===== src/rtl/rtc_alarm_pkg.sv =====
// Package: shared constants for the calendar alarm comparator.
// Assumes 5-bit register addresses and byte-wide registers.
package rtc_alarm_pkg;
    localparam int NFIELD = 5;
    localparam int DATA_W = 8;
    localparam int ADDR_W = 5;

    localparam logic [ADDR_W-1:0] ADR_CTRL     = 5'h01;
    localparam logic [ADDR_W-1:0] ADR_ALM_BASE = 5'h0A;

    localparam int BIT_AIE = 1;
    localparam int BIT_AF  = 4;
    localparam int BIT_OFF = 7;

    // Compare mask per field: sec, min, hour, day, weekday.
    function automatic logic [DATA_W-1:0] field_mask(input int idx);
        case (idx)
            0, 1:    field_mask = 8'h7F;
            2, 3:    field_mask = 8'h3F;
            default: field_mask = 8'h07;
        endcase
    endfunction
endpackage


===== src/rtl/rtc_alarm_regs.sv =====
// Register file for the alarm settings and the control register.
// Assumes the write strobe lasts one cycle per write. The read port is combinational.
module rtc_alarm_regs
    import rtc_alarm_pkg::*;
#(
    parameter int NF = NFIELD,
    parameter int AW = ADDR_W,
    parameter int DW = DATA_W
) (
    input  logic                   clk,
    input  logic                   rst_n,
    input  logic                   wr_en,
    input  logic [AW-1:0]          addr,
    input  logic [DW-1:0]          wdata,
    input  logic                   flag_in,
    output logic [DW-1:0]          rdata,
    output logic [NF-1:0][DW-1:0]  setting,
    output logic                   aie,
    output logic                   clr_req
);
    localparam logic [DW-1:0] SET_RST = DW'(1) << BIT_OFF;

    logic ctrl_sel;
    assign ctrl_sel = wr_en && (addr == ADR_CTRL);
    assign clr_req  = ctrl_sel && !wdata[BIT_AF];

    genvar gi;
    generate
        for (gi = 0; gi < NF; gi++) begin : g_set
            // Purpose: hold one alarm setting byte.
            always_ff @(posedge clk) begin
                if (!rst_n)
                    setting[gi] <= SET_RST;
                else if (wr_en && addr == ADR_ALM_BASE + AW'(gi))
                    setting[gi] <= wdata;
            end
        end
    endgenerate

    // Purpose: hold the interrupt enable bit.
    always_ff @(posedge clk) begin
        if (!rst_n)
            aie <= 1'b0;
        else if (ctrl_sel)
            aie <= wdata[BIT_AIE];
    end

    // Purpose: return the addressed register.
    always_comb begin
        rdata = '0;
        if (addr == ADR_CTRL) begin
            rdata[BIT_AIE] = aie;
            rdata[BIT_AF]  = flag_in;
        end
        for (int i = 0; i < NF; i++)
            if (addr == ADR_ALM_BASE + AW'(i))
                rdata = setting[i];
    end

    // Settings hold unless their own address is written.
    a_r2_setting_stable: assert property (@(posedge clk) disable iff (!rst_n)
        !(wr_en && addr >= ADR_ALM_BASE && addr < ADR_ALM_BASE + AW'(NF)) |=> $stable(setting));
endmodule


===== src/rtl/rtc_alarm_cmp.sv =====
// Field comparator: masks each field to its compared width and skips fields excluded by bit 7.
// Assumes the live time is already zero-extended to the byte width.
module rtc_alarm_cmp
    import rtc_alarm_pkg::*;
#(
    parameter int NF = NFIELD,
    parameter int DW = DATA_W
) (
    input  logic                   clk,
    input  logic                   rst_n,
    input  logic [NF-1:0][DW-1:0]  setting,
    input  logic [NF-1:0][DW-1:0]  now_time,
    output logic                   match
);
    logic [NF-1:0] use_f;
    logic [NF-1:0] eq_f;

    genvar gi;
    generate
        for (gi = 0; gi < NF; gi++) begin : g_fld
            localparam logic [DW-1:0] MSK = field_mask(gi);
            assign use_f[gi] = !setting[gi][BIT_OFF];
            assign eq_f[gi]  = (setting[gi] & MSK) == (now_time[gi] & MSK);
        end
    endgenerate

    // Purpose: match when at least one field is used and all used fields agree.
    always_comb match = (|use_f) && (&(eq_f | ~use_f));

    // With every field excluded there is no match.
    a_r5_none_enabled: assert property (@(posedge clk) disable iff (!rst_n)
        (use_f == '0) |-> !match);
endmodule


===== src/rtl/rtc_alarm_flag.sv =====
// Alarm flag and interrupt: sets on a match at a seconds tick and clears on a software write.
// Assumes a set and a clear in the same cycle resolve to set.
module rtc_alarm_flag (
    input  logic clk,
    input  logic rst_n,
    input  logic tick,
    input  logic match,
    input  logic clr_req,
    input  logic aie,
    output logic flag,
    output logic irq_n
);
    logic hit;
    assign hit = tick && match;

    // Purpose: sticky flag, set wins over clear.
    always_ff @(posedge clk) begin
        if (!rst_n)
            flag <= 1'b0;
        else if (hit)
            flag <= 1'b1;
        else if (clr_req)
            flag <= 1'b0;
    end

    assign irq_n = !(flag && aie);

    a_r6_set_on_hit: assert property (@(posedge clk) disable iff (!rst_n)
        hit |=> flag);
    a_r6_no_set_without_hit: assert property (@(posedge clk) disable iff (!rst_n)
        (!flag && !hit) |=> !flag);
    a_r7_clear: assert property (@(posedge clk) disable iff (!rst_n)
        (clr_req && !hit) |=> !flag);
    a_r8_hold: assert property (@(posedge clk) disable iff (!rst_n)
        (flag && !clr_req) |=> flag);
endmodule


===== src/rtl/rtc_alarm_match.sv =====
// Top level of the calendar alarm comparator: register port, field compare and sticky flag.
// Assumes BCD inputs that are stable whenever sec_tick is high.
module rtc_alarm_match
    import rtc_alarm_pkg::*;
#(
    parameter int NF = NFIELD,
    parameter int AW = ADDR_W,
    parameter int DW = DATA_W
) (
    input  logic          clk,
    input  logic          rst_n,
    input  logic          sec_tick,
    input  logic [6:0]    cur_sec,
    input  logic [6:0]    cur_min,
    input  logic [5:0]    cur_hour,
    input  logic [5:0]    cur_day,
    input  logic [2:0]    cur_wday,
    input  logic          reg_we,
    input  logic [AW-1:0] reg_addr,
    input  logic [DW-1:0] reg_wdata,
    output logic [DW-1:0] reg_rdata,
    output logic          alarm_flag,
    output logic          irq_n
);
    logic [NF-1:0][DW-1:0] setting;
    logic [NF-1:0][DW-1:0] now_time;
    logic aie, clr_req, match;

    // Purpose: zero-extend the live time into byte lanes.
    always_comb begin
        now_time    = '0;
        now_time[0] = DW'(cur_sec);
        now_time[1] = DW'(cur_min);
        now_time[2] = DW'(cur_hour);
        now_time[3] = DW'(cur_day);
        now_time[4] = DW'(cur_wday);
    end

    rtc_alarm_regs #(.NF(NF), .AW(AW), .DW(DW)) u_regs (
        .clk(clk), .rst_n(rst_n), .wr_en(reg_we), .addr(reg_addr),
        .wdata(reg_wdata), .flag_in(alarm_flag), .rdata(reg_rdata),
        .setting(setting), .aie(aie), .clr_req(clr_req)
    );

    rtc_alarm_cmp #(.NF(NF), .DW(DW)) u_cmp (
        .clk(clk), .rst_n(rst_n), .setting(setting), .now_time(now_time),
        .match(match)
    );

    rtc_alarm_flag u_flag (
        .clk(clk), .rst_n(rst_n), .tick(sec_tick), .match(match),
        .clr_req(clr_req), .aie(aie), .flag(alarm_flag), .irq_n(irq_n)
    );

    // An active request always has a flag behind it.
    a_r9_irq_needs_flag: assert property (@(posedge clk) disable iff (!rst_n)
        !irq_n |-> alarm_flag);
endmodule


===== config.mk =====
export PLATFORM = sky130hd
export DESIGN_NAME = rtc_alarm_match
export DESIGN_NICKNAME = d
export VERILOG_FILES = /design/src/rtl/rtc_alarm_pkg.sv /design/src/rtl/rtc_alarm_regs.sv /design/src/rtl/rtc_alarm_cmp.sv /design/src/rtl/rtc_alarm_flag.sv /design/src/rtl/rtc_alarm_match.sv
export SDC_FILE = /design/constraint.sdc
export NUM_CORES = 1
export LEC_CHECK = 0
export BUFFER_PORTS_ARGS = -buffer_cell sky130_fd_sc_hd__buf_2
export CAP_MARGIN = 20
export CELL_PAD_IN_SITES_DETAIL_PLACEMENT = 1
export CELL_PAD_IN_SITES_GLOBAL_PLACEMENT = 2
export CORE_MARGIN = 3
export CORE_UTILIZATION = 25
export DETAILED_ROUTE_END_ITERATION = 8
export GPL_TIMING_DRIVEN = 0
export PLACE_DENSITY = 0.64
export SLEW_MARGIN = 20
export SYNTH_ARGS = -nofsm -noshare
export SYNTH_HDL_FRONTEND = slang
export SYNTH_SLANG_ARGS = --single-unit

===== constraint.sdc =====
create_clock -name clk -period 2.1 [get_ports clk]
set_input_delay 0.105 -clock clk [delete_from_list [all_inputs] [get_ports clk]]
set_output_delay 0.105 -clock clk [all_outputs]
set_load 0.05 [all_outputs]

==> impl_metrics.py, run 1 <==
metrics = {
    "status": {
        "status": "completed",
    },
    "yosys": {
        "async_flop_share": 0,
        "ys_seq_elements": 42,
        "netlist_instances": 261,
        "syn_area_mm2": 0.00233,
        "synth-edff-count": 0,
        "postSynthAreaPerCell_um2": 8.91,
        "syn_nets": 307,
        "yosys_warnings": 0,
        "ys_seq_area_frac": 0.361,
        "ys.flop_type": "dfxtp_1",
        "synth.distinct_cells": 38,
    },
    "global_route": {
        "overflow": 0,
        "grt_pass1_vias": 2186,
        "grt_first_pass_wirelength_um": 12200,
        "grtUsageTotal": 0.156,
        "antenna_found_initial": 0,
        "grt_max_degree": 13,
    },
    "drt": {
        "wl_um": 7830,
        "drt_iter0_markers": 57,
        "final_antenna_net_count": 0,
        "vias": 2085,
        "viasPerCell": 4.83,
        "first_pass_iters": 4,
        "drc": 0,
        "wl_per_cell_um": 18.1,
    },
    "floorplan": {
        "rows": 34,
        "die_area_mm2": 0.0105,
        "coreArea_mm2": 0.00889,
        "pin_count": 56,
        "die_x_um": 102,
        "start_util": 0.262,
        "die_h_um": 102,
    },
    "layout": {
        "final_core_utilization": 0.318,
        "instances_no_fill": 432,
        "layout.cells.most_common": "buf_2",
        "syn2layout_area_growth_pct": 21.6,
        "diodes": 0,
        "drive_above_1_share": 0.244,
        "final_cell_mix": "buf_2 (59), nand2_1 (42), dfxtp_1 (42)",
        "fin_nets": 369,
    },
    "power_and_ir_drop": {
        "p_total_mw": 1.58,
        "max-vdd-ir-drop_v": 0.000232,
        "power.leakage_nw": 1.23,
        "power_density_mw_per_mm2": 557,
    },
    "setup_path": {
        "slowest_delay_ns": 0.34,
        "worstPathMaxFanout": 10,
        "r2r_cells": 5,
        "cpMaxStageDelayCell": "nor2_2",
        "crit_path_cell_trace": "buf_2 > nand3b_1 > nor2_2 > buf_2 > a22oi_1 > a21oi_1 > a21o_1 > buf_2",
        "r2r_slack_ns": 0.52,
        "worstSetupStartpointType": "input pin",
        "r2r_end": "u_flag.flag",
        "crit_path_start": "reg_addr[4]",
        "cp-end-kind": "primary output",
        "timing.rr.start": "u_regs.setting[9]",
        "critPathCapture": "reg_rdata[2]",
        "cpMostUsedCell": "buf_2",
        "cp.arrival_ns": 1.80,
        "required_ns": 2.00,
        "critical_path_class": "input pin to primary output",
    },
    "clock_network": {
        "cts_max_level": 2,
        "clk_path_buf_depth": 2,
        "tritoncts": "built",
        "hold_buffers": 0,
        "clkTransAtPathRegs_ns": 0.08,
        "cts_buffers": 5,
        "post_cts_buffers": 0,
        "clockRootBuffer": "clkbuf_8",
        "cts-resized-gates": 0,
        "clock-sinks": 42,
        "worstSkewPairLatency_ns": 0.30,
    },
    "sta": {
        "finalSetupTns_ns": 0,
        "min_period_ns": 1.90,
        "fin_ws_ns": 0.196,
        "tightest_slew_ns": 0.553,
        "fmax_ghz": 0.525,
        "rsz0062_at_grt": "no",
        "slew_headroom": 0.631,
        "timing.final.crit_share": 0.907,
        "final-hold-violation-count": 0,
        "setup_viol": 0,
        "clock-skew-final_ns": 0.00778,
        "drv_slew": 0,
    },
    "placement": {
        "io_buffers": 55,
        "dpl.hpwl_um": 6200,
        "dp.cells": 424,
        "place_ws_ns": 0.221,
        "place_congestion": 0.783,
    },
    "min_path": {
        "holdCritStartpoint": "sec_tick",
        "hold_path.class": "input pin to register",
        "hold_path_depth": 3,
    },
    "job": {
        "cap_violations": 0,
    },
}
logic make-up after synthesis:
logic type                Yosys count  share of synthesized area
xor gates and xnor gates           29                      0.109
DFF                                42                      0.361
buffers and inverters              12                     0.0280
AOI/OAI and AO/OA                  46                      0.140
and+or+nand+nor                   102                      0.229
muxes                              30                      0.132
worst min-delay path by stage:
stage / end
4_1_cts: u_flag.flag
6_report: u_flag.flag
5_1_grt: u_flag.flag
3_5_place_dp: u_flag.flag
2_1_floorplan: u_regs.setting[31]
3_3_place_gp: u_flag.flag
cell type report:
type / instances / area (µm²)
fill: 1078 / 6060
multi-input combinational: 207 / 1420
sequential: 42 / 841
timing repair buffer: 55 / 275
tap: 108 / 135
clock buffer: 7 / 86.3
buffer: 12 / 65.1
clock inverter: 1 / 5.00
routing by layer:
metal | part of all wire | track usage
met5 | 0 | 0
met1 | 0.47 | 0.204
met3 | 0.027 | 0.0232
met2 | 0.49 | 0.266
met4 | 0.016 | 0.0474
where the power goes:
part,internal [mW],switching (mW),total (mW)
clock network,0.266,0.289,0.555
logic,0.0883,0.124,0.212
registers,0.802,0.00633,0.809
total,1.16,0.419,1.58
synthesized netlist by cell type, types with 2 or more instances:
cell type / instances / area share
dfxtp_1: 42 / 0.36
nand2_1: 42 / 0.068
mux2i_1: 25 / 0.11
a21boi_1: 22 / 0.071
nand3_1: 22 / 0.047
xor2_1: 17 / 0.064
nor2b_1: 15 / 0.040
xnor2_1: 12 / 0.045
a21oi_1: 5 / 0.011
clkbuf_1: 5 / 0.0081
nor2_1: 5 / 0.0081
o22ai_1: 5 / 0.013
buf_2: 4 / 0.0086
mux2_2: 4 / 0.019
nor4_1: 4 / 0.011
nand4_1: 3 / 0.0081
a21o_1: 2 / 0.0065
a221oi_1: 2 / 0.0075
a22oi_1: 2 / 0.0065
a31oi_1: 2 / 0.0054
buf_4: 2 / 0.0065
o21ai_1: 2 / 0.0043
o41ai_1: 2 / 0.0075
stage by stage:
stage,hold WS (ns),instance area [µm²]
global route,0.0910,2830
detailed placement,0.403,2740
finish,0.0862,2830
floorplan,0.229,2330
global placement,0.403,2740
CTS,0.0810,2830
flip-flops by register name (all words and copies together) (netlist names):
register and flops:
u_flag.flag 1, u_regs.aie 1, u_regs.setting 40
worst max-delay path, delay by kind of cell:
| family | cells | cell delay, ns |
|---|---|---|
| compound gates | 3 | 0.38 |
| simple gates | 2 | 0.59 |
| buf+inv | 3 | 0.71 |
Note: power is estimated with default switching activity, not from simulation.
==> run 2: changes to the inputs <==
--- a/config.mk
+++ b/config.mk
@@ -13,6 +13,7 @@
 export CORE_UTILIZATION = 25
 export DETAILED_ROUTE_END_ITERATION = 8
 export GPL_TIMING_DRIVEN = 0
+export MAX_ROUTING_LAYER = met4
 export PLACE_DENSITY = 0.64
 export SLEW_MARGIN = 20
 export SYNTH_ARGS = -nofsm -noshare
==> run 2 against run 1 <==
Net effect:
- cell area unchanged
- register-to-register slack hardly changed
- global-route usage grew 0.49 points
- power about the same
- critical path type unchanged
- utilization is the same
- clock-buffer cell count unchanged
- final cell count unchanged
==> impl_metrics.py, run 2 (synthesis results as in run 1) <==
metrics = {
    "status": {
        "status": "completed",
    },
    "setup_path": {
        "crit_path_cell_trace": "buf_2 > nand3b_1 > nor2_2 > buf_2 > a22oi_1 > a21oi_1 > a21o_1 > buf_2",
        "crit_cells": 8,
        "required_ns": 2.00,
        "slowest_delay_ns": 0.34,
        "path_delay_family": "buffers and inverters",
        "cp_num_buf_inv": 3,
        "cpMostUsedCell": "buf_2",
        "critical_path_class": "input pin to primary output",
        "worstSetupStartpointType": "input pin",
        "worstPathMaxFanout": 10,
        "cp-end-kind": "primary output",
        "r2r_cells": 5,
        "cpMaxStageDelayCell": "nor2_2",
        "cp.arrival_ns": 1.80,
    },
    "clock_network": {
        "cts-resized-gates": 0,
        "clock-sinks": 42,
        "cts_max_level": 2,
        "hold_buffers": 0,
        "clk_path_buf_depth": 2,
        "clkTransAtPathRegs_ns": 0.08,
        "post_cts_buffers": 0,
        "tritoncts": "built",
        "worstSkewPairLatency_ns": 0.30,
        "cts_buffers": 5,
        "clockRootBuffer": "clkbuf_8",
    },
    "layout": {
        "drive_above_1_share": 0.244,
        "largest_register": "u_regs.setting",
        "final_core_utilization": 0.318,
        "fill_cells": 1078,
        "layout.cells.most_common": "buf_2",
        "largest_reg_flops": 40,
        "fin_nets": 369,
        "seq_area_um2": 841,
        "reg_top3": "u_regs.setting (40), u_flag.flag (1), u_regs.aie (1)",
        "multi_input_area_mm2": 0.00142,
        "final_cell_mix": "buf_2 (59), nand2_1 (42), dfxtp_1 (42)",
        "instances_no_fill": 432,
        "diodes": 0,
        "syn2layout_area_growth_pct": 21.6,
    },
    "global_route": {
        "overflow": 0,
        "grt_max_degree": 13,
        "grt_first_pass_wirelength_um": 12200,
        "antenna_found_initial": 0,
        "grtUsageTotal": 0.161,
        "grt_pass1_vias": 2184,
    },
    "power_and_ir_drop": {
        "max-vdd-ir-drop_v": 0.000232,
        "power.leakage_nw": 1.23,
        "power_density_mw_per_mm2": 557,
    },
    "drt": {
        "first_pass_iters": 4,
        "wl_um": 7880,
        "vias": 2103,
        "viasPerCell": 4.87,
        "final_antenna_net_count": 0,
        "drt_iter0_markers": 55,
        "wl_per_cell_um": 18.2,
        "drc": 0,
    },
    "min_path": {
        "hold_path_depth": 3,
        "hold_path.class": "input pin to register",
    },
    "sta": {
        "whs_ns": 0.0875,
        "min_period_ns": 1.91,
        "drv_slew": 0,
        "rsz0062_at_grt": "no",
        "slew_headroom": 0.601,
        "final-hold-violation-count": 0,
        "tightest_slew_ns": 0.598,
        "timing.final.crit_share": 0.908,
        "finalSetupTns_ns": 0,
        "clock-skew-final_ns": 0.00774,
        "setup_viol": 0,
        "fmax_ghz": 0.524,
    },
    "floorplan": {
        "die_h_um": 102,
        "die_x_um": 102,
        "pin_count": 56,
        "die_area_mm2": 0.0105,
        "start_util": 0.262,
        "rows": 34,
        "coreArea_mm2": 0.00889,
    },
    "placement": {
        "place_congestion": 0.794,
        "io_buffers": 55,
        "dpl.hpwl_um": 6200,
        "dp.cells": 424,
    },
    "job": {
        "cap_violations": 0,
    },
}
## run 2: cell counts in the layout (fill, tap and decap cells not counted)
No cell type changed its count.
## run 2: stage by stage
stage          instance area [µm²]  worst slack (ns)  power (mW)
2_1_floorplan                 2330             0.606       0.934
3_3_place_gp                  2740             0.236        1.04
3_5_place_dp                  2740             0.221        1.04
4_1_cts                       2830             0.218        1.61
5_1_grt                       2830            0.0326        1.64
6_report                      2830             0.192        1.58
## run 2: area by class of cell
class                   instances  share of cell area
well taps                     108              0.0478
multi-input cells             207               0.502
repair buffers                 55              0.0973
clock inverters                 1             0.00177
plain buffers                  12              0.0230
flip-flops and latches         42               0.297
clock buffers                   7              0.0305
## run 2: path summary, 6_finish.rpt
kind | startpoint | end | slack, ns
setup reg to reg | u_regs.setting[9] | u_flag.flag | 0.52
hold / removal | sec_tick | u_flag.flag | 0.09
setup / recovery | reg_addr[4] | reg_rdata[2] | 0.19
hold reg to reg | u_regs.setting[38] | u_regs.setting[38] | 0.46
## run 2: metal layers
metal  global-route usage  routed length (µm)  vias to the layer above  share of wire
met5                    -                   0                        -              0
met4               0.0474                 129                        0          0.016
met3               0.0246                 234                        9          0.030
met2                0.265                3840                       39           0.49
met1                0.204                3670                     1013           0.47
li1                     -                   -                     1042              -
## run 2: worst reg2reg max path, stage by stage, from the launching register on
cell	delay, ns
dfxtp_1	0.35
xnor2_1	0.21
nand4_1	0.12
nor4_1	0.26
o22ai_1	0.20
o41ai_1	0.34
## run 2: where the power goes
| group | leakage (nW) | internal [mW] | switching [mW] | total [mW] |
|---|---|---|---|---|
| sequential | 0.339 | 0.802 | 0.00631 | 0.809 |
| combinational | 0.847 | 0.0883 | 0.125 | 0.213 |
| clock | 0.0482 | 0.266 | 0.289 | 0.555 |
| total | 1.23 | 1.16 | 0.420 | 1.58 |
